===== src/rtl/mfmsg_pkg.sv =====
package mfmsg_pkg;
  typedef enum logic {
    ST_HOLD = 1'b0,
    ST_RUN  = 1'b1
  } seq_state_e;
endpackage


===== src/rtl/mfmsg_timebase.sv =====
module mfmsg_timebase #(
  parameter int FR_T1 = 24,
  parameter int FR_E1 = 16
) (
  input  logic clk,
  input  logic rst_n,
  input  logic t1_mode,
  input  logic frame_tick,
  input  logic mf_start,
  output logic boundary
);
  localparam int FR_MAX = (FR_T1 > FR_E1) ? FR_T1 : FR_E1;
  localparam int CW = $clog2(FR_MAX);
  localparam logic [CW-1:0] LAST_T1 = CW'(FR_T1 - 1);
  localparam logic [CW-1:0] LAST_E1 = CW'(FR_E1 - 1);

  logic [CW-1:0] cnt_q, cnt_d, last_frame;
  logic          cnt_en;

  always_comb begin
    last_frame = t1_mode ? LAST_T1 : LAST_E1;
    boundary   = frame_tick & (mf_start | (cnt_q >= last_frame));
    cnt_en     = frame_tick;
    cnt_d      = boundary ? '0 : cnt_q + CW'(1);
  end

  always_ff @(posedge clk or negedge rst_n) begin
    if (!rst_n)      cnt_q <= '0;
    else if (cnt_en) cnt_q <= cnt_d;
  end

  AST_FRAME_CNT_BOUNDED: assert property (@(posedge clk) disable iff (!rst_n)
    int'(cnt_q) < FR_MAX);
  AST_CNT_QUIET_NO_TICK: assert property (@(posedge clk) disable iff (!rst_n)
    !frame_tick |=> $stable(cnt_q));
endmodule


===== src/rtl/mfmsg_store.sv =====
module mfmsg_store #(
  parameter int MAX_BYTES = 64,
  parameter int BYTE_W    = 8
) (
  input  logic                         clk,
  input  logic                         wr_en,
  input  logic                         wr_bank,
  input  logic [$clog2(MAX_BYTES)-1:0] wr_addr,
  input  logic [BYTE_W-1:0]            wr_data,
  input  logic                         rd_bank,
  input  logic [$clog2(MAX_BYTES)-1:0] rd_addr,
  output logic [BYTE_W-1:0]            rd_data
);
  localparam int NBANK = 2;

  logic [BYTE_W-1:0] bank_rd [NBANK];
  logic              addr_ok;

  always_comb addr_ok = int'(wr_addr) < MAX_BYTES;

  for (genvar b = 0; b < NBANK; b++) begin : g_bank
    logic [BYTE_W-1:0] mem [MAX_BYTES];
    logic              we;
    always_comb we = wr_en & addr_ok & (wr_bank == 1'(b));
    always_ff @(posedge clk) begin
      if (we) mem[wr_addr] <= wr_data;
    end
    always_comb bank_rd[b] = mem[rd_addr];
  end

  always_comb rd_data = bank_rd[rd_bank];
endmodule


===== src/rtl/mfmsg_seq.sv =====
module mfmsg_seq
  import mfmsg_pkg::*;
#(
  parameter int MAX_BYTES = 64,
  parameter int BYTE_W    = 8
) (
  input  logic                         clk,
  input  logic                         rst_n,
  input  logic                         commit,
  input  logic [$clog2(MAX_BYTES)-1:0] commit_len_m1,
  input  logic                         boundary,
  input  logic                         bit_req,
  input  logic [BYTE_W-1:0]            rd_byte,
  output logic                         act_bank,
  output logic [$clog2(MAX_BYTES)-1:0] byte_ptr,
  output logic                         tx_bit
);
  localparam int AW = $clog2(MAX_BYTES);
  localparam int BW = $clog2(BYTE_W);
  localparam logic [BW-1:0] LAST_BIT = BW'(BYTE_W - 1);

  seq_state_e    state_q, state_d;
  logic          pend_q, pend_d;
  logic [AW-1:0] pend_len_q, pend_len_d;
  logic [AW-1:0] act_len_q, act_len_d;
  logic          bank_q, bank_d;
  logic [AW-1:0] ptr_q, ptr_d;
  logic [BW-1:0] bit_q, bit_d;
  logic          run, at_end, swap;

  always_comb begin
    run    = (state_q == ST_RUN);
    at_end = (ptr_q == act_len_q) && (bit_q == LAST_BIT);
    swap   = !run && pend_q && boundary;

    state_d   = state_q;
    act_len_d = act_len_q;
    bank_d    = bank_q;
    ptr_d     = ptr_q;
    bit_d     = bit_q;

    if (swap) begin
      state_d   = ST_RUN;
      bank_d    = ~bank_q;
      act_len_d = pend_len_q;
      ptr_d     = '0;
      bit_d     = '0;
    end else if (run && bit_req) begin
      if (at_end) begin
        ptr_d = '0;
        bit_d = '0;
        if (pend_q) state_d = ST_HOLD;
      end else if (bit_q == LAST_BIT) begin
        bit_d = '0;
        ptr_d = ptr_q + AW'(1);
      end else begin
        bit_d = bit_q + BW'(1);
      end
    end

    pend_d     = commit | (pend_q & ~swap);
    pend_len_d = commit ? commit_len_m1 : pend_len_q;
  end

  always_ff @(posedge clk or negedge rst_n) begin
    if (!rst_n) begin
      state_q    <= ST_HOLD;
      pend_q     <= 1'b0;
      pend_len_q <= '0;
      act_len_q  <= '0;
      bank_q     <= 1'b0;
      ptr_q      <= '0;
      bit_q      <= '0;
    end else begin
      state_q    <= state_d;
      pend_q     <= pend_d;
      pend_len_q <= pend_len_d;
      act_len_q  <= act_len_d;
      bank_q     <= bank_d;
      ptr_q      <= ptr_d;
      bit_q      <= bit_d;
    end
  end

  always_comb begin
    act_bank = bank_q;
    byte_ptr = ptr_q;
    tx_bit   = run ? rd_byte[bit_q] : 1'b1;
  end

  AST_PTR_WITHIN_LEN: assert property (@(posedge clk) disable iff (!rst_n)
    run |-> (ptr_q <= act_len_q));
  AST_POS_HOLDS_NO_REQ: assert property (@(posedge clk) disable iff (!rst_n)
    (run && $past(run) && !$past(bit_req)) |-> ($stable(ptr_q) && $stable(bit_q)));
  AST_START_ON_BOUNDARY: assert property (@(posedge clk) disable iff (!rst_n)
    (run && !$past(run)) |-> $past(boundary));
  AST_START_AT_ORIGIN: assert property (@(posedge clk) disable iff (!rst_n)
    (run && !$past(run)) |-> (ptr_q == '0 && bit_q == '0));
  AST_STOP_ONLY_AT_END: assert property (@(posedge clk) disable iff (!rst_n)
    (!run && $past(run)) |-> $past(bit_req && at_end && pend_q));
endmodule


===== src/rtl/mfmsg_repeat_tx.sv =====
module mfmsg_repeat_tx #(
  parameter int MAX_BYTES = 64,
  parameter int BYTE_W    = 8,
  parameter int FR_T1     = 24,
  parameter int FR_E1     = 16
) (
  input  logic       clk,
  input  logic       rst_n,
  input  logic       t1_mode,
  input  logic       frame_tick,
  input  logic       mf_start,
  input  logic       wr_en,
  input  logic [5:0] wr_addr,
  input  logic [7:0] wr_data,
  input  logic       commit,
  input  logic [5:0] commit_len_m1,
  input  logic       bit_req,
  output logic       tx_bit
);
  localparam int AW = $clog2(MAX_BYTES);

  logic          boundary;
  logic          act_bank;
  logic [AW-1:0] byte_ptr;
  logic [BYTE_W-1:0] rd_byte;

  mfmsg_timebase #(.FR_T1(FR_T1), .FR_E1(FR_E1)) u_tb (
    .clk(clk), .rst_n(rst_n), .t1_mode(t1_mode),
    .frame_tick(frame_tick), .mf_start(mf_start), .boundary(boundary)
  );

  mfmsg_store #(.MAX_BYTES(MAX_BYTES), .BYTE_W(BYTE_W)) u_store (
    .clk(clk), .wr_en(wr_en), .wr_bank(~act_bank),
    .wr_addr(AW'(wr_addr)), .wr_data(BYTE_W'(wr_data)),
    .rd_bank(act_bank), .rd_addr(byte_ptr), .rd_data(rd_byte)
  );

  mfmsg_seq #(.MAX_BYTES(MAX_BYTES), .BYTE_W(BYTE_W)) u_seq (
    .clk(clk), .rst_n(rst_n), .commit(commit),
    .commit_len_m1(AW'(commit_len_m1)), .boundary(boundary),
    .bit_req(bit_req), .rd_byte(rd_byte), .act_bank(act_bank),
    .byte_ptr(byte_ptr), .tx_bit(tx_bit)
  );
endmodule


===== config.mk =====
export PLATFORM = sky130hd
export DESIGN_NAME = mfmsg_repeat_tx
export DESIGN_NICKNAME = d
export VERILOG_FILES = /design/src/rtl/mfmsg_pkg.sv /design/src/rtl/mfmsg_timebase.sv /design/src/rtl/mfmsg_store.sv /design/src/rtl/mfmsg_seq.sv /design/src/rtl/mfmsg_repeat_tx.sv
export SDC_FILE = /design/constraint.sdc
export NUM_CORES = 1
export LEC_CHECK = 0
export ABC_AREA = 1
export BUFFER_PORTS_ARGS = -buffer_cell sky130_fd_sc_hd__buf_2
export CAP_MARGIN = 10
export CORE_MARGIN = 2
export CORE_UTILIZATION = 55
export CTS_CLUSTER_DIAMETER = 100
export DETAILED_ROUTE_END_ITERATION = 12
export PLACE_DENSITY_LB_ADDON = 0.25
export SETUP_SLACK_MARGIN = 0.5
export SYNTH_ARGS = -nofsm -noshare
export SYNTH_HDL_FRONTEND = slang
export SYNTH_SLANG_ARGS = --single-unit

===== constraint.sdc =====
create_clock -name clk -period 3.7 [get_ports clk]
set_input_delay 0.555 -clock clk [delete_from_list [all_inputs] [get_ports clk]]
set_output_delay 0.555 -clock clk [all_outputs]
set_load 0.01 [all_outputs]

Word-level counts from Yosys, hierarchy flattened

Memory sizes are Yosys's and may differ from the RTL's.
Cells that the tools add are included.

Bits in registers: 29
RAM bits: 1024
Input port bits: 28
Memories kept: 2

$add $sub $neg: 3
Order comparisons: 3
Equality and inequality tests: 2
Muxes and demuxes: 24
Bitwise gates (word level): 9
Reduce and logical (&&, ||, !) cells: 11

Memories:

| memory                | words | bits a word | read ports | clocked after Yosys merged registers in | write ports | line              | source |
|---|---|---|---|---|---|---|---|
| u_store.g_bank[0].mem | 64    | 8           | 1          | 0                                       | 1           | mfmsg_store.sv:22 | `logic [BYTE_W-1:0] mem [MAX_BYTES];` |
| u_store.g_bank[1].mem | 64    | 8           | 1          | 0                                       | 1           | mfmsg_store.sv:22 |  |

Operator list:

| operator              | number |
|---|---|
| $mux W6               | 4 |
| $mux W8               | 3 |
| $mux W3               | 4 |
| $mux W1               | 10 |
| $mux W5               | 2 |
| $add A6 B1 Y6 const B | 1 |
| $eq A6 B6 Y1          | 1 |
| $reduce_bool A2 Y1    | 3 |
| $add A5 B1 Y5 const B | 1 |
| $ge A5 B5 Y1          | 1 |
| $and A1 B1 Y1         | 4 |
| $logic_and A1 B1 Y1   | 4 |
| $lt A3 B4 Y1 const B  | 1 |
| $add A3 B1 Y3 const B | 1 |
| $bmux W1 S3           | 1 |
| $eq A3 B3 Y1 const B  | 1 |
| $reduce_and A3 Y1     | 1 |
| $reduce_bool A3 Y1    | 1 |
| $ge A2 B2 Y1 const B  | 1 |
| $not A1 Y1            | 2 |
| $not A1 Y2            | 1 |
| $or A1 B1 Y1          | 2 |
| $reduce_and A2 Y1     | 1 |
| $logic_not A1 Y1      | 1 |

Logic depth before layout (Yosys ltp)

Gate-level depths: netlist of run 1.

Word-level depth: 8
Gate-level depth with buffers: 18
Depth with buffers taken out: 14

By module

A second synthesis of run 1 with hierarchy kept.

Cells, all modules: 3771
Area total of the unflattened synthesis: 43839.5 um2

Modules (own cells, without submodules):

| module          | instances | cells an instance | area an instance (um2) |
|---|---|---|---|
| mfmsg_store     | 1         | 3563              | 42220.5 |
| mfmsg_seq       | 1         | 160               | 1261.2 |
| mfmsg_timebase  | 1         | 47                | 354.1 |
| mfmsg_repeat_tx | 1         | 1                 | 3.8 |

Worst setup path before layout of run 1

No wires, ideal clock.

Kind: input -> register
Start point: in wr_addr[3]
End point: mem u_store.g_bank[0].mem[32][0], enable pin
Library setup time: 383 ps
Arrival: 1978 ps
Setup slack: 1338 ps
Cell stages on the path: 4
Cells stage by stage: clkbuf_1 > nor3_1 > clkinv_1 > nor3_1

RTL lines:

| what            | line                  | source |
|---|---|---|
| start, declared | mfmsg_repeat_tx.sv:13 | `input logic [5:0] wr_addr,` |
| end, declared   | mfmsg_store.sv:22     |  |

No word-level cell before the write port.

Worst setup path after layout of run 1

Start point: reg u_seq.ptr_q[0], in the netlist u_seq.byte_ptr[0]
End point: out tx_bit

Word-level cells in the longest chain between the ends: 7
Elaborated cells between the ends (all ways): 8

RTL lines:

| what                                           | line                  | source |
|---|---|---|
| start, declared                                | mfmsg_seq.sv:27       | `logic [AW-1:0] ptr_q, ptr_d;` |
| start signal, assigned                         | mfmsg_seq.sv:80       | `ptr_q <= ptr_d;` |
| $mem_v2 Z64 W8                                 | -                     |  |
| $mux W8 (not written as such) (*) (3 in a row) | mfmsg_store.sv:31     | `always_comb rd_data = bank_rd[rd_bank];` |
| $bmux W1 S3 (*)                                | mfmsg_seq.sv:88       | `tx_bit = run ? rd_byte[bit_q] : 1'b1;` |
| $mux W1 (not written as such) (*)              | mfmsg_seq.sv:88       |  |
| $mux W1 (*)                                    | mfmsg_seq.sv:88       |  |
| end, declared                                  | mfmsg_repeat_tx.sv:18 | `output logic tx_bit` |

Mark *: on every way between the ends. The rest lies on a longest branch, timed or not. The select of a mux whose other input is x is not followed.

==> results of run 1 <==
state kept, by name, indices dropped and copies added (netlist names):
| signal | count |
|---|---|
| u_tb.cnt_q | 5 |
| u_seq.bit_q | 3 |
| u_seq.act_bank | 1 |
| u_seq.pend_len_q | 6 |
| u_seq.pend_q | 1 |
| u_seq.byte_ptr | 6 |
| u_seq.act_len_q | 6 |
| u_seq.run | 1 |
| u_store.g_bank.mem | 1024 |
worst max path at each step:
| stage | startpoint | to | cells past startpoint |
|---|---|---|---|
| 6_report | u_seq.byte_ptr[0] | tx_bit | 14 |
| 5_1_grt | u_seq.byte_ptr[0] | tx_bit | 17 |
| 4_1_cts | u_seq.byte_ptr[0] | tx_bit | 16 |
| 3_5_place_dp | u_seq.byte_ptr[1] | tx_bit | 15 |
| 3_3_place_gp | u_seq.byte_ptr[1] | tx_bit | 15 |
| 2_1_floorplan | wr_addr[3] | u_store.g_bank[0].mem[32][0] | 4 |
repair_timing:
action	4_1_cts	5_1_grt
setup endpoints to repair	1	1
endpoints found under the hold margin	29	0
pin swaps	38	33
hold buffers	1	0
buffers inserted	18	0
gates cloned	20	4
gates resized for setup	140	35
power by group:
part           internal [mW]  switching, mW
clock                   6.30           4.58
sequential              13.2          0.209
combinational           4.81           9.50
total                   24.4           14.3
metal layers:
metal / wire [µm] / GRT usage / up-vias
met5: 14 / 0 / -
met4: 4920 / 0.125 / 2
met3: 13300 / 0.0621 / 290
met2: 57600 / 0.465 / 1730
met1: 47900 / 0.419 / 14900
li1: - / - / 13600
cells in the final DEF (no fill, tap or decap), types with 45 or more instances in the layout:
cell,n
buf_4,207
clkbuf_16,110
edfxtp_1,1024
inv_1,69
nand2_1,722
nand3_1,383
nor2_1,609
nor3_1,119
o21ai_0,302
o21ai_1,45
final cells by class:
class,count,area [µm²],share of cell area
Clock inverter,76,802,0.0157
Inverter,85,353,0.00692
Clock buffer,120,2710,0.0530
Timing Repair inverter,4,47.5,0.000932
Sequential cell,1053,31500,0.617
Multi-Input combinational cell,2395,11000,0.215
Timing Repair Buffer,301,3350,0.0656
Tap cell,1050,1310,0.0258
cell families after synthesis:
kind of cell / after synthesis / synth area share
buf+inv: 326 / 0.0350
fa+ha+maj: 6 / 0.00173
compound gates: 457 / 0.0549
simple gates: 1924 / 0.182
flops: 1053 / 0.724
xor+xnor: 8 / 0.00161
worst min-delay path, delay by kind of cell:
| kind | cells | cell delay, ns |
|---|---|---|
| buffers and inverters | 1 | 0.08 |
| and+or+nand+nor | 1 | 0.04 |
| AOI/OAI and AO/OA | 1 | 0.06 |
through the flow:
stage	power [mW]	util	TNS (ns)	setup WS (ns)
floorplan	20.9	-	0	1.34
global placement	25.2	0.585	0	0.306
detailed placement	25.3	0.585	0	0.307
CTS	38.0	0.646	-0.0535	-0.0535
global route	40.0	0.649	-0.225	-0.225
finish	38.6	0.649	-0.136	-0.136
==> reports/qor.csv, run 1 <==
metric,value,unit
status,"finished, violations left",
min-delay-start,commit_len_m1[2],
ir_drop,0.463,mV
rows,103,
vias,30500,
antenna_found_initial,1,
path_clk_slew,0.06,ns
gr-total-overflow,0,
crit_buf_inv,4,
routabilityCongestion,0.918,
initialDrtViolationCount,4144,
holdWs,0.0774,ns
cp.arrival,3.28,ns
synth_common_cells,"edfxtp_1, nand2_1, nor2_1, nand3_1, o21ai_0",
cts.path.max_buffers,3,
ant_nets,0,
fillCellCount,5728,
syn_nets,3808,
track_usage,0.300,
reg2reg_to,u_store.g_bank[1].mem[13][2],
die_h,285,µm
crit_fanout,19,
ios,29,
grt_max_degree,95,
synth_edf_count,1024,
max_freq,0.261,GHz
relSlewSlack,0.285,
violations,setup timing,
syn_area,0.0435,mm²
whs_path_depth,3,
ys_seq_elements,1053,
worstSetupStartpointType,flop,
powerDensity,757,mW/mm²
wirelength,124000,µm
synth-main-ff-cell,edfxtp_1,
cp_slowest_cell,dfrtp_4,
fin_skew,0.0310,ns
period_needed,3.84,ns
fin_crit_sh,1.04,
final_nets,3979,
diodes,0,
reg2reg_depth,5,
required,3.14,ns
r2r_slack,0.99,ns
synth_warnings,0,
critPathMaxStageDelay,0.51,ns
path_delay_family,simple AND/OR/NAND/NOR gates,
cts-root-buf,clkbuf_16,
syn_inst,3774,
synthMostInstantiatedCell,edfxtp_1,
wire_per_inst,24.3,µm
dpl.cell_count,4845,
areaGrowthSynthToFinish,17.4,%
viasPerCell,6.00,
tightest_slew,1.07,ns
port_buffers,28,
async_flop_share,0.0275,
setup_viol,1,
synth_top_area_share,0.708,
crit_chain,buf_12 > inv_8 > bufbuf_16 > o21ai_0 > nand2_1 > a21oi_2 > nand2_2 > nand3_2 > nand3_1 > nand3_1 > nand3_2 > nand3_4 > nand3_4 > buf_6,
synth.area.top_cells,"edfxtp_1, nand2_1, nor2_1",
synth_top_cell_by_area,edfxtp_1,
post_route_cells_drive_above_1_share,0.145,
place_area,0.0460,mm²
postLayoutCellArea,0.0510,mm²
drc,0,
h-tree-depth,3,
hold_path_end,u_seq.pend_len_q[2],
synth_area_per_cell,11.5,µm²
min_path_type,primary input to flop,
ys_seq_area_frac,0.724,
hpwlAfterDp,67800,µm
die_w,285,µm
rsz0062_at_grt,true,
die_area,0.0813,mm²
finalNonFillerCells,5084,
end_kind,output pin,
final-hold-violation-count,0,
start_util,0.553,
insertion_delay,0.69,ns
synth_cell_type_count,36,
worst_slack,-0.136,ns
first_pass_iters,6,
r2r_start,u_seq.act_bank,
grt_pass1_wl,183000,µm
cap_violations,0,
cts_buffers,105,
cts_tree,built,
cts_sinks,1053,
critPathKind,flop to output pin,
slew_violations,0,
grt_pass1_vias,29000,
core-area,0.0786,mm²
p_leak,18.3,nW
Note: power is estimated with default switching activity, not from simulation.
==> run 2: changes to the inputs <==
--- a/config.mk
+++ b/config.mk
@@ -8,12 +8,14 @@
 export ABC_AREA = 1
 export BUFFER_PORTS_ARGS = -buffer_cell sky130_fd_sc_hd__buf_2
 export CAP_MARGIN = 10
-export CORE_MARGIN = 2
+export CORE_MARGIN = 5
 export CORE_UTILIZATION = 55
 export CTS_CLUSTER_DIAMETER = 100
+export CTS_CLUSTER_SIZE = 30
 export DETAILED_ROUTE_END_ITERATION = 12
 export PLACE_DENSITY_LB_ADDON = 0.25
 export SETUP_SLACK_MARGIN = 0.5
+export SKIP_LAST_GASP = 1
 export SYNTH_ARGS = -nofsm -noshare
 export SYNTH_HDL_FRONTEND = slang
 export SYNTH_SLANG_ARGS = --single-unit
==> reports/qor.csv, run 2 (synthesized netlist as in run 1, its figures left out) <==
metric,value,unit,change
fin_crit_sh,0.989,,-0.0473
core-area,0.0786,mm²,unchanged
final_nets,3924,,-1.4%
hpwlAfterDp,66600,µm,-1.8%
reg2reg_depth,4,,-1
crit_chain,buf_12 > buf_16 > buf_6 > nor2_1 > nor2_1 > o21ai_0 > nand3_1 > nand3_2 > nand2_2 > nand3_4 > nand3_1 > nand3_1 > nand3_1 > nand3_2 > nand3_4 > buf_6,,
period_needed,3.66,ns,-0.175 ns
vias,29900,,-2.0%
layout_commonest_cell,edfxtp_1,,
powerDensity,690,mW/mm²,-8.9%
grt_pass1_wl,178000,µm,-2.4%
fin_skew,0.0204,ns,-0.0106 ns
cap_violations,0,,unchanged
die_w,291,µm,+2.1%
cp.arrival,3.11,ns,-0.17 ns
wirelength,124000,µm,+0.13%
ant_nets,0,,unchanged
areaGrowthSynthToFinish,13.0,%,
drc,0,,unchanged
ir_drop,0.487,mV,+5.2%
end_kind,output pin,,
critPathMaxStageDelay,0.54,ns,+0.03 ns
slew_violations,0,,unchanged
start_util,0.553,,unchanged
grt_max_degree,85,,-11%
rsz0062_at_grt,true,,
mostFrequentLayoutCells,"edfxtp_1, nand2_1, nor2_1",,
status,"complete, no violations",,
setup_viol,0,,-1
max_freq,0.273,GHz,+4.8%
whs_path_depth,3,,unchanged
path_clk_slew,0.12,ns,+0.06 ns
cts_buffers,41,,-61%
wire_per_inst,25.0,µm,+2.7%
combPwrFrac,0.440,,+0.070
crit_fanout,12,,-7
p_sw,13.5,mW,-5.8%
seqPwrFrac,0.396,,+0.048
cts_sinks,1053,,unchanged
critPathKind,flop to output pin,,
final-hold-violation-count,0,,unchanged
port_buffers,28,,unchanged
tightest_slew,1.06,ns,-0.00669 ns
viasPerCell,6.03,,+0.52%
insertion_delay,0.63,ns,-0.06 ns
grt_pass1_vias,27800,,-4.2%
intPower,20.4,mW,-16%
regMostFlops,u_store.g_bank.mem,,
fillCellCount,6018,,+5.1%
crit_path_frequent_cell,nand3_1,,
cts-root-buf,clkbuf_16,,
sw_frac_of_total,0.397,,+0.0272
p_leak,17.3,nW,-5.4%
ios,29,,unchanged
track_usage,0.276,,-0.0242
die_area,0.0847,mm²,+4.3%
die_h,291,µm,+2.1%
min_path_type,primary input to flop,,
first_pass_iters,6,,unchanged
antenna_found_initial,1,,unchanged
gr-total-overflow,0,,unchanged
largest_register_ff_count,1024,,unchanged
initialDrtViolationCount,4555,,+9.9%
pre_cts_slack,0.279,ns,-0.0275 ns
routabilityCongestion,0.887,,-3.4%
post_route_cells_drive_above_1_share,0.132,,-0.0131
required,3.14,ns,about the same
worstSetupStartpointType,flop,,
cts.path.max_buffers,3,,unchanged
cts_tree,built,,
rows,103,,unchanged
relSlewSlack,0.290,,+0.00432
h-tree-depth,2,,-1
p_clk_frac,0.165,,-0.117
holdWs,0.131,ns,+0.0533 ns
worst_slack,0.0391,ns,+0.175 ns
cp_slowest_cell,dfrtp_4,,
## run 2: cell count changes in the layout (fill, tap and decap cells not counted), moves of 11 or more
cell / delta
clkinv_2: -21
nand3_1: -22
o21ai_1: +13
clkinv_1: -23
o21ai_0: -16
clkbuf_16: -55
bufinv_16: -15
nand3_2: +19
buf_16: +11
## run 2: timing repair
| action | 4_1_cts | 5_1_grt |
|---|---|---|
| resized for setup | 148 | 101 |
| pin swaps | 40 | 55 |
| buffers inserted | 17 | 3 |
| cloned | 27 | 14 |
| hold buffers | 1 | 0 |
| endpoints found under the hold margin | 21 | 0 |
| endpoints found under the setup margin | 1 | 1 |
## run 2: worst paths after layout
kind / to / startpoint / slack [ns]
worst max-delay path: tx_bit / u_seq.byte_ptr[0] / 0.04
worst min-delay path: u_seq.pend_len_q[3] / commit_len_m1[3] / 0.13
worst max register to register: u_store.g_bank[0].mem[46][5] / u_seq.act_bank / 1.11
worst min register to register: u_seq.pend_q / u_seq.pend_q / 0.50
max in group asynchronous: u_seq.byte_ptr[1] / rst_n / 2.62
min in group asynchronous: u_seq.act_len_q[5] / rst_n / 0.52
## run 2: area by class of cell
class / instances / area [µm²] / share of cell area
diodes: 4 / 10.0 / 0.000204
clock buffers: 53 / 1080 / 0.0220
clock inverters: 5 / 48.8 / 0.000993
inverters: 85 / 363 / 0.00739
multi-input cells: 2395 / 11100 / 0.226
flip-flops and latches: 1053 / 31500 / 0.641
well taps: 1050 / 1310 / 0.0267
repair buffers: 308 / 3650 / 0.0744
repair inverters: 6 / 83.8 / 0.00171
## run 2: metrics by stage
step / setup TNS, ns / total power, mW / cell area, µm² / utilization / std cells
finish: 0 / 33.9 / 49100 / 0.625 / 4959
global route: -0.0833 / 35.3 / 49100 / 0.625 / 4955
CTS: 0 / 32.6 / 48400 / 0.615 / 4938
detailed placement: 0 / 25.0 / 45900 / 0.583 / 4835
global placement: 0 / 24.9 / 45900 / 0.583 / 4835
floorplan: 0 / 20.9 / 43500 / - / 3774
## run 2: routing by layer
| metal | global-route usage | up-vias | part of all wire |
|---|---|---|---|
| met2 | 0.435 | 1749 | 0.47 |
| met5 | 0 | - | 0 |
| met3 | 0.0372 | 213 | 0.10 |
| met4 | 0.0914 | 0 | 0.033 |
| met1 | 0.405 | 14500 | 0.39 |
| li1 | - | 13400 | - |
## run 2: power groups by stage
| stage | Sequential [mW] | Clock [mW] | Combinational [mW] |
|---|---|---|---|
| 2_1_floorplan | 13.5 | 0 | 7.38 |
| 3_3_place_gp | 13.7 | 0 | 11.2 |
| 3_5_place_dp | 13.7 | 0 | 11.3 |
| 4_1_cts | 13.4 | 5.61 | 13.6 |
| 5_1_grt | 13.4 | 6.05 | 15.8 |
| 6_report | 13.4 | 5.58 | 14.9 |
## run 2: worst max-delay path, delay by kind of cell, from the launching register on
family / cells / cell delay (ns)
buffers and inverters: 4 / 0.66
DFF: 1 / 0.54
AOI/OAI and AO/OA: 1 / 0.10
and+or+nand+nor: 11 / 1.17
